**src/rtl/fec_pkg.sv**
```systemverilog
package fec_pkg;

  typedef enum logic [1:0] {
    SRC_MOS = 2'd0,
    SRC_FT  = 2'd1,
    SRC_FPS = 2'd2,
    SRC_FAS = 2'd3
  } evt_src_e;

  function automatic evt_src_e pick_source(input logic e1, input logic esf,
                                           input logic fbit);
    evt_src_e s;
    if (e1)          s = SRC_FAS;
    else if (!fbit)  s = SRC_MOS;
    else if (esf)    s = SRC_FPS;
    else             s = SRC_FT;
    return s;
  endfunction

endpackage

```
**src/rtl/fec_event_sel.sv**
```systemverilog
module fec_event_sel
  import fec_pkg::*;
(
  input  logic line_e1,
  input  logic fmt_esf,
  input  logic cnt_fbit,
  input  logic mos_stb,
  input  logic ft_err_stb,
  input  logic fps_err_stb,
  input  logic fas_err_stb,
  input  logic rx_los,
  input  logic search_act,
  output logic evt
);

  evt_src_e src;
  logic     raw;
  logic     gate_ok;

  always_comb begin
    src = pick_source(line_e1, fmt_esf, cnt_fbit);
    unique case (src)
      SRC_MOS: raw = mos_stb;
      SRC_FT:  raw = ft_err_stb;
      SRC_FPS: raw = fps_err_stb;
      SRC_FAS: raw = fas_err_stb;
      default: raw = 1'b0;
    endcase
  end

  // Out-of-sync multiframe counting runs through loss of sync; the others stop.
  always_comb begin
    unique case (src)
      SRC_MOS: gate_ok = 1'b1;
      SRC_FT,
      SRC_FPS: gate_ok = !rx_los;
      SRC_FAS: gate_ok = !rx_los && !search_act;
      default: gate_ok = 1'b0;
    endcase
  end

  assign evt = raw && gate_ok;

endmodule

```
**src/rtl/fec_live_count.sv**
```systemverilog
module fec_live_count #(
  parameter int CNT_W = 16
) (
  input  logic             clk,
  input  logic             rst,
  input  logic             evt,
  input  logic             restart,
  output logic [CNT_W-1:0] live
);

  localparam logic [CNT_W-1:0] MAXV = {CNT_W{1'b1}};
  localparam logic [CNT_W-1:0] ONE  = {{(CNT_W-1){1'b0}}, 1'b1};

  always_ff @(posedge clk) begin
    if (rst)
      live <= '0;
    else if (restart)
      live <= evt ? ONE : '0;
    else if (evt && live != MAXV)
      live <= live + ONE;
  end

  p_sat_hold_r9: assert property (@(posedge clk) disable iff (rst)
    (live == MAXV && !restart) |=> live == MAXV);

  p_step_one_r2: assert property (@(posedge clk) disable iff (rst)
    !restart |=> (live == $past(live)) || (live == $past(live) + ONE));

  p_restart_r8: assert property (@(posedge clk) disable iff (rst)
    restart |=> live <= ONE);

endmodule

```
**src/rtl/fec_hold_regs.sv**
```systemverilog
module fec_hold_regs #(
  parameter int CNT_W  = 16,
  parameter int BYTE_W = 8
) (
  input  logic              clk,
  input  logic              rst,
  input  logic              load,
  input  logic [CNT_W-1:0]  din,
  output logic [BYTE_W-1:0] hi,
  output logic [BYTE_W-1:0] lo
);

  localparam int NBYTES = CNT_W / BYTE_W;

  logic [BYTE_W-1:0] bytes_q [NBYTES];

  for (genvar g = 0; g < NBYTES; g++) begin : g_byte
    always_ff @(posedge clk) begin
      if (rst)
        bytes_q[g] <= '0;
      else if (load)
        bytes_q[g] <= din[g*BYTE_W +: BYTE_W];
    end
  end

  assign lo = bytes_q[0];
  assign hi = bytes_q[NBYTES-1];

  p_stable_r10: assert property (@(posedge clk) disable iff (rst)
    !load |=> ($stable(hi) && $stable(lo)));

endmodule

```
**src/rtl/fec_counter.sv**
```systemverilog
module fec_counter #(
  parameter int CNT_W  = 16,
  parameter int BYTE_W = 8
) (
  input  logic              clk,
  input  logic              rst,
  input  logic              line_e1,
  input  logic              fmt_esf,
  input  logic              cnt_fbit,
  input  logic              mos_stb,
  input  logic              ft_err_stb,
  input  logic              fps_err_stb,
  input  logic              fas_err_stb,
  input  logic              rx_los,
  input  logic              search_act,
  input  logic              sec_latch,
  output logic [BYTE_W-1:0] cnt_hi,
  output logic [BYTE_W-1:0] cnt_lo
);

  logic             evt;
  logic [CNT_W-1:0] live;

  fec_event_sel u_sel (
    .line_e1     (line_e1),
    .fmt_esf     (fmt_esf),
    .cnt_fbit    (cnt_fbit),
    .mos_stb     (mos_stb),
    .ft_err_stb  (ft_err_stb),
    .fps_err_stb (fps_err_stb),
    .fas_err_stb (fas_err_stb),
    .rx_los      (rx_los),
    .search_act  (search_act),
    .evt         (evt)
  );

  fec_live_count #(.CNT_W(CNT_W)) u_live (
    .clk     (clk),
    .rst     (rst),
    .evt     (evt),
    .restart (sec_latch),
    .live    (live)
  );

  fec_hold_regs #(.CNT_W(CNT_W), .BYTE_W(BYTE_W)) u_hold (
    .clk  (clk),
    .rst  (rst),
    .load (sec_latch),
    .din  (live),
    .hi   (cnt_hi),
    .lo   (cnt_lo)
  );

  p_latch_copy_r8: assert property (@(posedge clk) disable iff (rst)
    sec_latch |=> {cnt_hi, cnt_lo} == $past(live));

  p_fbit_los_r5: assert property (@(posedge clk) disable iff (rst)
    (!line_e1 && cnt_fbit && rx_los && !sec_latch) |=> $stable(live));

  p_e1_los_r6: assert property (@(posedge clk) disable iff (rst)
    (line_e1 && rx_los && !sec_latch) |=> $stable(live));

  p_e1_search_r7: assert property (@(posedge clk) disable iff (rst)
    (line_e1 && search_act && !sec_latch) |=> $stable(live));

endmodule

```
**config.mk**
```make
export PLATFORM = sky130hd
export DESIGN_NAME = fec_counter
export DESIGN_NICKNAME = d
export VERILOG_FILES = /design/src/rtl/fec_pkg.sv /design/src/rtl/fec_event_sel.sv /design/src/rtl/fec_live_count.sv /design/src/rtl/fec_hold_regs.sv /design/src/rtl/fec_counter.sv
export SDC_FILE = /design/constraint.sdc
export NUM_CORES = 1
export LEC_CHECK = 0
export BUFFER_PORTS_ARGS = -buffer_cell sky130_fd_sc_hd__buf_2
export CAP_MARGIN = 5
export CORE_MARGIN = 3
export CORE_UTILIZATION = 57
export CTS_BUF_LIST = sky130_fd_sc_hd__clkbuf_4
export DETAILED_ROUTE_END_ITERATION = 12
export PLACE_DENSITY = 0.82
export SLEW_MARGIN = 20
export SYNTH_ARGS = -nofsm -noshare
export SYNTH_HDL_FRONTEND = slang
export SYNTH_HIERARCHICAL = 1
export SYNTH_SLANG_ARGS = --single-unit
```
**constraint.sdc**
```tcl
create_clock -name clk -period 2.6 [get_ports clk]
set_clock_uncertainty 0.05 [all_clocks]
set_input_delay 0.13 -clock clk [delete_from_list [all_inputs] [get_ports clk]]
set_output_delay 0.13 -clock clk [all_outputs]
set_load 0.005 [all_outputs]
```
# After elaboration in Yosys (flattened, before gate mapping)
# Memory sizes are Yosys's and may differ from the RTL's.
# Index checks and enable logic that the tools add are counted.
# classes
n_addsub,1
n_eq_ne,4
mux,15
n_bitwise,2
reduce_logical,8
# ops
op,n
16-bit two-way mux,2
16-bit by 1-bit adder with 16-bit output (second input constant),1
8-bit two-way mux,2
16-bit != test (second input constant),1
1-bit two-way mux,6
2-bit two-way mux,3
2-bit == test (second input constant),2
1-bit one-hot mux with 4 select lines,1
1-bit logical AND,3
1-bit one-hot mux with 3 select lines,1
2-bit by 1-bit == test with 1-bit output (second input constant),1
1-bit zero test,2
2-bit zero test,1
1-bit bitwise OR,2
2-bit nonzero test,1
2-bit OR reduction,1
# word_totals
register_bits,16
mem_bits_rw,16
in_bits,12
output_inout_bits,16
wordCells,32
n_memories,1
# mem_list
memory,depth,width,rd,rd_ports_with_merged_regs,write_ports,line_no,source
u_hold.bytes_q,2,8,2,0,2,fec_hold_regs.sv:15,logic [BYTE_W-1:0] bytes_q [NBYTES];

# Depth between registers and ports, before layout
# Gate-level depths: netlist of the first run.
# logic_depth
word_depth,10
depth_mapped,12

# By module
# The synthesis of the first run kept the hierarchy.
# by_module_without_submodules
module,instances,cells_each,area_each_um2,seq_area_each_um2
fec_live_count,1,99,840.8,320.3
fec_hold_regs,1,35,656.9,480.5
fec_event_sel,1,16,126.4,0.0

# Worst setup path after synthesis of the first run
# No wires, ideal clock.
# synth_path
path_kind,input to register
start,in fmt_esf
end,reg u_live.live[9]
setup_time_ns,0.071
arrival_ns,2.199
slack_ns,0.280
stages,10
cell_sequence,inv_1 -> a21oi_1 -> ha_1 -> a21oi_1 -> o221a_2 -> nand3_1 -> or3_1 -> clkbuf_1 -> or4_1 -> a21oi_1
# synth_via
elab_chain_cells,9
elab_cells_between_ends,13
classes_between,eq/ne: 3; mux: 5; reduce/logical: 5
# synth_rtl
element,line_no,source
from (decl),fec_counter.sv:8,"input logic fmt_esf,"
2-bit two-way mux *,fec_pkg.sv:15,else if (esf) s = SRC_FPS;
2-bit two-way mux *,fec_pkg.sv:14,else if (!fbit) s = SRC_MOS;
2-bit two-way mux *,fec_pkg.sv:13,if (e1) s = SRC_FAS;
2-bit by 1-bit == test with 1-bit output / 2-bit == test (equally long branches),"fec_event_sel.sv:22, fec_event_sel.sv:33",
2-bit OR reduction,fec_event_sel.sv:33,unique case (src)
1-bit one-hot mux with 3 select lines,fec_event_sel.sv:33,
1-bit logical AND *,fec_event_sel.sv:42,assign evt = raw && gate_ok;
named net evt,fec_counter.sv:21,logic evt;
1-bit logical AND *,fec_live_count.sv:19,else if (evt && live != MAXV)
2-bit nonzero test (no source line) *,--,
to (signal assigned),fec_live_count.sv:18,live <= evt ? ONE : '0;
to (signal assigned),fec_live_count.sv:20,live <= live + ONE;
to (decl),fec_live_count.sv:8,output logic [CNT_W-1:0] live
# Mark *: on every way through the listed nets, which the timed path passes. The rest lies on a longest branch.
# A chain may end at the register's enable or synchronous reset.

# Worst setup path in the final report of the first run
# Same ends and word-level chain as after synthesis.

==> results.sh, run 1 <==
export IMPL_detail_route_wirelength_um=3210
export IMPL_cts_tree="yes"
export IMPL_hold_path_startpoint="sec_latch"
export IMPL_insertion_delay_ns=0.33
export IMPL_final_min_clock_period_ns=2.25
export IMPL_synth_warning_count=6
export IMPL_gp_congestion=0.836
export IMPL_via_count=1301
export IMPL_stdcell_area_um2=1830
export IMPL_post_drt_wl_per_cell_um=15.1
export IMPL_netlist_cell_type_count=41
export IMPL_report_final_slew_viol_count=0
export IMPL_power_clock_fraction_pct=29.0
export IMPL_cts_made_buffers=5
export IMPL_fillers=197
export IMPL_status="completed"
export IMPL_post_cts_sizing_count=0
export IMPL_finalSetupViolations=0
export IMPL_worstSetupStartpointType="input pin"
export IMPL_max_vdd_ir_drop_mv=0.388
export IMPL_grt_remaining_overflow=0
export IMPL_die_y_um=59.4
export IMPL_synth_cells=150
export IMPL_initial_utilization_pct=62.7
export IMPL_cellPowerDensity_nw_per_um2=468
export IMPL_htree_num_levels=2
export IMPL_worstPathArrival_ns=2.46
export IMPL_drt_vias_per_instance=6.11
export IMPL_period_utilization_pct=86.4
export IMPL_nets=201
export IMPL_power_frac_comb_pct=7.4
export IMPL_timing_rr_end="u_live/live[0]"
export IMPL_hold_path_cell_count=3
export IMPL_postSynthAreaPerCell_um2=10.8
export IMPL_max_cap_viol_count=0
export IMPL_place_worst_setup_slack_ns=0.0434
export IMPL_synth_cell_area_um2=1620
export IMPL_final_setup_tns_ns=0
export IMPL_timing_hold_violations_final=0
export IMPL_grt_pass1_wl_um=5220
export IMPL_path_class="in -> reg"
export IMPL_count_of_port_buffers_added_during_placement=27
export IMPL_total_power_mw=0.858
export IMPL_die_area_um2=3530
export IMPL_final_common_cell="sky130_fd_sc_hd__buf_2"
export IMPL_clk_root_buffer_cell="sky130_fd_sc_hd__clkbuf_4"
export IMPL_rr_startpoint="u_live/live[8]"
export IMPL_regToRegSetupSlack_ns=0.62
export IMPL_cts_hold_repair_buffers=0
export IMPL_antenna_violations_before_repair=0
export IMPL_required_ns=2.81
export IMPL_pin_count_of_the_biggest_net_entering_global_routing=23
export IMPL_maximum_frequency_from_static_timing_analysis_mhz=445
export IMPL_max_clock_path_buffers=2
export IMPL_grtUsageTotal_pct=20.1
export IMPL_cts_repair_timing_setup_buffer_count=0
export IMPL_antenna_cells_inserted=0
export IMPL_tightest_slew_ns=0.632
export IMPL_timing_reg2reg_worst_path_depth=4
export IMPL_drt_drc_violations_left=0
export IMPL_place_hpwl_um=2340
export IMPL_yosysSeqAreaShare_pct=49.3
export IMPL_crit_fanout=8
export IMPL_hold_path_class="in -> reg"
export IMPL_switchingPower_mw=0.195
export IMPL_syn2layout_area_growth_pct=12.9
export IMPL_firstDrtPassIters=4
export IMPL_worstHoldEndpoint="u_live/live[0]"
export IMPL_max_slew_margin_pct=57.9
export IMPL_die_w_um=59.4
export IMPL_synthesis_nets=168
export IMPL_tritoncts_num_sinks=32
export IMPL_leakagePower_nw=0.778
export IMPL_intPower_mw=0.663
export IMPL_drt_initial_drc_count=52
export IMPL_rsz0062_at_grt="no"
export IMPL_placed_cell_area_um2=1790
export IMPL_timing_final_ws_setup_ns=0.353
export IMPL_final_layout_size_suffix_gt1_share_pct=26.2
export IMPL_worst_setup_path_end_kind="flop"
export IMPL_synth_seq_cells=32
export IMPL_core_um2=2590
export IMPL_floorplan_rows=18
export IMPL_cts_clk_slew_worst_paths_ns=0.09
export IMPL_power_share_sequential_pct=63.6
export IMPL_power_share_switching_pct=22.8
export IMPL_io_pin_count=28
export IMPL_ant_nets=0
export IMPL_first_global_vias=1243
export IMPL_layout_common_cells="sky130_fd_sc_hd__buf_2, sky130_fd_sc_hd__edfxtp_1, sky130_fd_sc_hd__dfxtp_1"
[cells in the mapped netlist (all sizes together)]
cell | count | area [µm²]
and3b | 16 | 148
dfxtp | 16 | 320
edfxtp | 16 | 480
a21oi | 13 | 65.1
inv | 9 | 33.8
nand3 | 9 | 45.0
or4 | 7 | 56.3
ha | 6 | 75.1
nand2 | 6 | 22.5
o31ai | 6 | 45.0
nand4 | 4 | 40.0
nor3 | 4 | 20.0
o21ai | 4 | 20.0
or3 | 4 | 26.3
buf | 3 | 27.5
nor2 | 3 | 11.3
nor4 | 3 | 18.8
clkbuf | 2 | 8.75
nand2b | 2 | 12.5
o211a | 2 | 20.0
or2 | 2 | 12.5
a2111oi | 1 | 8.76
a21o | 1 | 7.51
a222oi | 1 | 10.0
a41oi | 1 | 8.76
and4 | 1 | 8.76
dlygate4sd3 | 1 | 10.0
mux2i | 1 | 10.0
nor3b | 1 | 7.51
o21a | 1 | 7.51
o21bai | 1 | 7.51
o221a | 1 | 11.3
o31a | 1 | 8.76
o41ai | 1 | 8.76
[cell type report]
cell class                      count  area [µm²]  area share [%]
Tap cell                           30        37.5            2.05
Sequential cell                    32         801            43.7
Multi-Input combinational cell    103         743            40.5
Timing Repair Buffer               32         173            9.42
Clock inverter                      2        7.51           0.410
Clock buffer                        5        37.5            2.05
Inverter                            9        33.8            1.84
[flip-flops by register name (all words and copies together) (netlist names)]
signal,cells
u_hold/bytes_q,16
u_live/live,16
[worst max-delay path, stage by stage]
cell and delay [ns]:
sky130_fd_sc_hd__buf_2 0.09, sky130_fd_sc_hd__inv_1 0.03, sky130_fd_sc_hd__a21oi_1 0.30, sky130_fd_sc_hd__ha_1 0.29
sky130_fd_sc_hd__a21oi_1 0.14, sky130_fd_sc_hd__o221a_2 0.27, sky130_fd_sc_hd__nand3_1 0.11, sky130_fd_sc_hd__or3_1 0.47
sky130_fd_sc_hd__or4_1 0.45, sky130_fd_sc_hd__a21oi_1 0.17
[cells by family after synthesis]
group	share of synthesized area, %
AOI/OAI and AO/OA	14.1
and+or+nand+nor	26.4
buffers and inverters	4.93
DFF	49.3
muxes	0.616
adders and majority gates	4.62
[metal layers]
metal | wire length, µm | share of wire [%] | global-route usage, % | vias up
li1 | - | - | - | 651
met3 | 206 | 6.4 | 7.41 | 8
met1 | 1410 | 44 | 22.9 | 589
met4 | 84 | 2.6 | 11.3 | 0
met5 | 0 | 0 | 0 | -
met2 | 1510 | 47 | 32.3 | 53
[stage by stage]
step / hold slack (ns) / instances / util (%)
2_1_floorplan: 0.241 / 150 / -
3_3_place_gp: 0.444 / 206 / 69.0
3_5_place_dp: 0.446 / 206 / 69.0
4_1_cts: 0.211 / 213 / 70.8
5_1_grt: 0.266 / 213 / 70.8
6_report: 0.210 / 213 / 70.8
[how the worst max path moves through the flow]
stage	startpoint	end	slack, ns
6_report	fmt_esf	u_live/live[9]	0.35
5_1_grt	fmt_esf	u_live/live[15]	0.23
4_1_cts	fmt_esf	u_live/live[9]	0.39
3_5_place_dp	fmt_esf	u_live/live[15]	0.04
3_3_place_gp	fmt_esf	u_live/live[9]	0.19
2_1_floorplan	fmt_esf	u_live/live[9]	0.28
[power by group through the flow]
stage               combinational, mW  clock, mW  sequential [mW]
global route                   0.0722      0.278            0.547
floorplan                      0.0347          0            0.559
finish                         0.0637      0.249            0.545
CTS                            0.0647      0.256            0.546
detailed placement             0.0646          0            0.557
global placement               0.0610          0            0.557
(Power assumes the default switching activity.)
==> run 2, diff against run 1 <==
==> constraint.sdc (replaced) <==
create_clock -name clk -period 2.09 [get_ports clk]
set_clock_uncertainty 0.05 [all_clocks]
set_input_delay 0.1045 -clock clk [delete_from_list [all_inputs] [get_ports clk]]
set_output_delay 0.1045 -clock clk [all_outputs]
set_load 0.005 [all_outputs]
==> results.sh, run 2 (synthesis gave the netlist of run 1 again) <==
export IMPL_tightest_slew_ns=0.613
export IMPL_timing_hold_violations_final=0
export IMPL_intPower_mw=0.974
export IMPL_cts_clk_slew_worst_paths_ns=0.10
export IMPL_pin_count_of_the_biggest_net_entering_global_routing=23
export IMPL_post_cts_sizing_count=0
export IMPL_die_y_um=59.4
export IMPL_grt_pass1_wl_um=5440
export IMPL_place_worst_setup_slack_ns=-0.186
export IMPL_firstDrtPassIters=4
export IMPL_finalSetupViolations=0
export IMPL_cpLargestDelayFamily="simple AND/OR/NAND/NOR gates"
export IMPL_power_clock_fraction_pct=37.6
export IMPL_grtUsageTotal_pct=20.3
export IMPL_report_final_slew_viol_count=0
export IMPL_final_core_util_pct=74.3
export IMPL_cts_made_buffers=5
export IMPL_worstSetupStartpointType="input pin"
export IMPL_timing_final_ws_setup_ns=0.123
export IMPL_max_clock_path_buffers=2
export IMPL_layout_common_cells="sky130_fd_sc_hd__buf_2, sky130_fd_sc_hd__edfxtp_1, sky130_fd_sc_hd__dfxtp_1"
export IMPL_crit_fanout=6
export IMPL_max_slew_margin_pct=59.1
export IMPL_initial_utilization_pct=62.7
export IMPL_hold_path_class="in -> reg"
export IMPL_grt_remaining_overflow=0
export IMPL_switchingPower_mw=0.247
export IMPL_leakagePower_nw=0.826
export IMPL_required_ns=2.31
export IMPL_rsz0062_at_grt="no"
export IMPL_insertion_delay_ns=0.32
export IMPL_nets=207
export IMPL_floorplan_rows=18
export IMPL_syn2layout_area_growth_pct=18.5
export IMPL_worstHoldEndpoint="u_live/live[0]"
export IMPL_die_area_um2=3530
export IMPL_drt_initial_drc_count=87
export IMPL_power_share_switching_pct=20.3
export IMPL_maximum_frequency_from_static_timing_analysis_mhz=508
export IMPL_fillers=185
export IMPL_io_pin_count=28
export IMPL_htree_num_levels=2
export IMPL_timing_rr_end="u_live/live[0]"
export IMPL_worst_setup_path_end_kind="flop"
export IMPL_hold_ws_ns=0.188
export IMPL_via_count=1371
export IMPL_timing_reg2reg_worst_path_depth=5
export IMPL_clk_root_buffer_cell="sky130_fd_sc_hd__clkbuf_4"
export IMPL_gp_congestion=0.943
export IMPL_count_of_port_buffers_added_during_placement=27
export IMPL_final_common_cell="sky130_fd_sc_hd__buf_2"
export IMPL_worstPathArrival_ns=2.19
export IMPL_post_drt_wl_per_cell_um=14.9
export IMPL_status="completed"
export IMPL_rr_startpoint="u_live/live[0]"
export IMPL_drt_drc_violations_left=0
export IMPL_max_incr_delay_on_cp_ns=0.40
export IMPL_critical_path_cell_chain="buf_2 > a21o_1 > ha_1 > a21oi_1 > o221a_2 > nand3_2 > or3_1 > buf_4 > nor4_1 > o21a_1"
export IMPL_final_layout_size_suffix_gt1_share_pct=31.6
export IMPL_tritoncts_num_sinks=32
export IMPL_max_vdd_ir_drop_mv=0.510
export IMPL_cts_tree="yes"
export IMPL_drt_vias_per_instance=6.23
export IMPL_ant_nets=0
export IMPL_source_of_the_critical_timing_path="fmt_esf"
export IMPL_biggestRegsByFlops="u_hold/bytes_q (16), u_live/live (16)"
export IMPL_worstPathBufferInverterCount=2
export IMPL_antenna_cells_inserted=0
export IMPL_period_utilization_pct=94.1
export IMPL_cts_repair_timing_setup_buffer_count=0
export IMPL_detail_route_wirelength_um=3280
export IMPL_regToRegSetupSlack_ns=0.13
export IMPL_cellPowerDensity_nw_per_um2=635
export IMPL_die_w_um=59.4
export IMPL_first_global_vias=1289
export IMPL_place_hpwl_um=2370
export IMPL_path_class="in -> reg"
export IMPL_power_frac_comb_pct=6.9
export IMPL_core_um2=2590
export IMPL_cts_hold_repair_buffers=0
export IMPL_total_power_mw=1.22
export IMPL_max_cap_viol_count=0
export IMPL_antenna_violations_before_repair=0
export IMPL_hold_path_cell_count=3
export IMPL_slowest_stage="sky130_fd_sc_hd__or3_1"
export IMPL_final_min_clock_period_ns=1.97
export IMPL_hold_path_startpoint="sec_latch"
export IMPL_place_detailed_instances=212
export IMPL_power_share_sequential_pct=55.5
export IMPL_fin_cells=220
## run 2: worst min-delay path, cell delays in order
cell and delay [ns]:
sky130_fd_sc_hd__buf_2 0.20, sky130_fd_sc_hd__a21oi_1 0.14, sky130_fd_sc_hd__o21bai_1 0.08
## run 2: how the worst max path moves through the flow
| stage | to | slack (ns) | depth (start not counted) |
|---|---|---|---|
| final | u_live/live[13] | 0.12 | 10 |
| after global routing | u_live/live[13] | 0.01 | 10 |
| after CTS | u_live/live[0] | 0.14 | 5 |
| after detailed placement | u_live/live[13] | -0.19 | 10 |
| after global placement | u_live/live[9] | -0.13 | 9 |
| after floorplan | u_live/live[8] | -0.06 | 9 |
## run 2: cell type report
cell class / instances / area, µm² / share of cell area, %
Sequential cell: 32 / 801 / 41.6
Tap cell: 30 / 37.5 / 1.95
Clock buffer: 6 / 45.0 / 2.34
Multi-Input combinational cell: 103 / 754 / 39.2
Clock inverter: 2 / 35.0 / 1.82
Timing Repair Buffer: 38 / 218 / 11.3
Inverter: 9 / 33.8 / 1.76
## run 2: power by group through the flow
stage          Clock (mW)  Sequential, mW  Combinational (mW)
2_1_floorplan           0           0.695              0.0445
3_3_place_gp            0           0.693              0.0813
3_5_place_dp            0           0.693              0.0846
4_1_cts             0.469           0.679              0.0851
5_1_grt             0.502           0.681              0.0945
6_report            0.459           0.679              0.0837
## run 2: per-stage QoR
| stage | cell area, µm² | setup TNS (ns) |
|---|---|---|
| finish | 1920 | 0 |
| CTS | 1920 | 0 |
| global route | 1920 | 0 |
| detailed placement | 1840 | -1.07 |
| global placement | 1840 | -0.699 |
| floorplan | 1650 | -0.218 |
## run 2: per-layer routing
| metal | global-route usage, % | wire [µm] |
|---|---|---|
| met3 | 4.79 | 267 |
| met5 | 0 | 0 |
| met1 | 22.8 | 1380 |
| met4 | 9.06 | 58 |
| met2 | 36.0 | 1580 |
==> run 3, diff against run 2 <==
--- a/config.mk
+++ b/config.mk
@@ -8,10 +8,10 @@
 export BUFFER_PORTS_ARGS = -buffer_cell sky130_fd_sc_hd__buf_2
 export CAP_MARGIN = 5
 export CORE_MARGIN = 3
-export CORE_UTILIZATION = 57
+export CORE_UTILIZATION = 62
 export CTS_BUF_LIST = sky130_fd_sc_hd__clkbuf_4
 export DETAILED_ROUTE_END_ITERATION = 12
-export PLACE_DENSITY = 0.82
+export PLACE_DENSITY = 0.88
 export SLEW_MARGIN = 20
 export SYNTH_ARGS = -nofsm -noshare
 export SYNTH_HDL_FRONTEND = slang
==> constraint.sdc (replaced) <==
create_clock -name clk -period 2.55 [get_ports clk]
set_clock_uncertainty 0.05 [all_clocks]
set_input_delay 0.1275 -clock clk [delete_from_list [all_inputs] [get_ports clk]]
set_output_delay 0.1275 -clock clk [all_outputs]
set_load 0.005 [all_outputs]
==> results.sh, run 3 (synthesis gave the netlist of run 1 again) <==
export IMPL_final_common_cell="sky130_fd_sc_hd__buf_2"
export IMPL_gp_congestion=0.831
export IMPL_ant_nets=0
export IMPL_antenna_cells_inserted=0
export IMPL_worstHoldEndpoint="u_live/live[0]"
export IMPL_grtUsageTotal_pct=22.6
export IMPL_maximum_frequency_from_static_timing_analysis_mhz=449
export IMPL_hold_ws_ns=0.262
export IMPL_clk_root_buffer_cell="sky130_fd_sc_hd__clkbuf_4"
export IMPL_die_w_um=57.2
export IMPL_post_cts_sizing_count=0
export IMPL_layout_common_cells="sky130_fd_sc_hd__buf_2, sky130_fd_sc_hd__edfxtp_1, sky130_fd_sc_hd__dfxtp_1"
export IMPL_rsz0062_at_grt="no"
export IMPL_die_area_um2=3270
export IMPL_firstDrtPassIters=5
export IMPL_first_global_vias=1165
export IMPL_regToRegSetupSlack_ns=0.55
export IMPL_fillers=164
export IMPL_final_layout_size_suffix_gt1_share_pct=26.2
export IMPL_max_vdd_ir_drop_mv=0.362
export IMPL_final_min_clock_period_ns=2.23
export IMPL_grt_remaining_overflow=0
export IMPL_period_utilization_pct=87.3
export IMPL_worst_setup_path_end_kind="flop"
export IMPL_nets=200
export IMPL_cts_made_buffers=5
export IMPL_final_setup_tns_ns=0
export IMPL_worstSetupStartpointType="input pin"
export IMPL_initial_utilization_pct=69.4
export IMPL_max_slew_margin_pct=58.0
export IMPL_final_core_util_pct=78.2
export IMPL_report_final_slew_viol_count=0
export IMPL_tightest_slew_ns=0.631
export IMPL_via_count=1348
export IMPL_grt_busiest_layer="met2"
export IMPL_floorplan_rows=17
export IMPL_insertion_delay_ns=0.33
export IMPL_cellPowerDensity_nw_per_um2=491
export IMPL_antenna_violations_before_repair=0
export IMPL_grt_met1_usage_pct=30.7
export IMPL_cts_repair_timing_setup_buffer_count=0
export IMPL_io_pin_count=28
export IMPL_cts_clk_slew_worst_paths_ns=0.09
export IMPL_rr_startpoint="u_live/live[8]"
export IMPL_post_drt_wl_per_cell_um=16.9
export IMPL_drt_drc_violations_left=0
export IMPL_drt_vias_per_instance=6.39
export IMPL_place_detailed_instances=203
export IMPL_worstPathArrival_ns=2.43
export IMPL_leakagePower_nw=0.777
export IMPL_path_class="in -> reg"
export IMPL_hold_path_cell_count=3
export IMPL_pin_count_of_the_biggest_net_entering_global_routing=23
export IMPL_required_ns=2.75
export IMPL_fin_cells=211
export IMPL_place_hpwl_um=2570
export IMPL_timing_reg2reg_worst_path_depth=4
export IMPL_status="completed"
export IMPL_cts_hold_repair_buffers=0
export IMPL_grt_use_met2_pct=35.7
export IMPL_grt_pass1_wl_um=5650
export IMPL_max_clock_path_buffers=2
export IMPL_tritoncts_num_sinks=32
export IMPL_syn2layout_area_growth_pct=12.7
export IMPL_max_cap_viol_count=0
export IMPL_timing_rr_end="u_live/live[0]"
export IMPL_htree_num_levels=2
export IMPL_die_y_um=57.2
export IMPL_timing_hold_violations_final=0
export IMPL_detail_route_wirelength_um=3570
export IMPL_finalSetupViolations=0
export IMPL_biggestRegsByFlops="u_hold/bytes_q (16), u_live/live (16)"
export IMPL_crit_fanout=8
export IMPL_drt_initial_drc_count=99
export IMPL_core_um2=2340
export IMPL_cts_tree="yes"
export IMPL_hold_path_class="in -> reg"
export IMPL_grt_met3_usage_pct=4.07
export IMPL_count_of_port_buffers_added_during_placement=27
export IMPL_hold_path_startpoint="sec_latch"
## run 3: critical path, stage by stage
cell,delay [ns]
sky130_fd_sc_hd__buf_2,0.09
sky130_fd_sc_hd__inv_1,0.04
sky130_fd_sc_hd__a21oi_1,0.30
sky130_fd_sc_hd__ha_1,0.29
sky130_fd_sc_hd__a21oi_1,0.14
sky130_fd_sc_hd__o221a_2,0.26
sky130_fd_sc_hd__nand3_1,0.10
sky130_fd_sc_hd__or3_1,0.48
sky130_fd_sc_hd__or4_1,0.43
sky130_fd_sc_hd__a21oi_1,0.16
## run 3: power breakdown
part           internal, mW  leakage (nW)  switching, mW
Clock                 0.113        0.0307          0.161
Combinational        0.0285         0.442         0.0399
Sequential            0.552         0.305        0.00469
## run 3: area by class of cell
type / count / area [µm²] / area share, %
inverters: 9 / 33.8 / 1.85
clock inverters: 2 / 7.51 / 0.410
well taps: 28 / 35.0 / 1.91
flip-flops and latches: 32 / 801 / 43.7
multi-input cells: 103 / 743 / 40.6
clock buffers: 6 / 45.0 / 2.46
repair buffers: 31 / 165 / 9.02
## run 3: worst max-delay path by stage
| stage | cells past startpoint | start | end | slack (ns) |
|---|---|---|---|---|
| after floorplan | 10 | fmt_esf | u_live/live[9] | 0.23 |
| after global placement | 10 | fmt_esf | u_live/live[9] | 0.16 |
| after detailed placement | 10 | fmt_esf | u_live/live[15] | 0.02 |
| after CTS | 10 | fmt_esf | u_live/live[9] | 0.37 |
| after global routing | 10 | fmt_esf | u_live/live[9] | 0.17 |
| final | 10 | fmt_esf | u_live/live[9] | 0.32 |
## run 3: metrics by stage
stage	power [mW]	worst slack (ns)	cell area, µm²
after floorplan	0.605	0.233	1620
after global placement	0.629	0.162	1780
after detailed placement	0.636	0.0169	1780
after CTS	0.905	0.368	1830
after global routing	0.938	0.170	1830
final	0.898	0.323	1830
## run 3: routing by layer
metal  part of all wire, %  wire length (µm)
met4                   2.1                74
met3                   8.5               302
met2                    48              1700
met1                    42              1490
met5                     0                 0
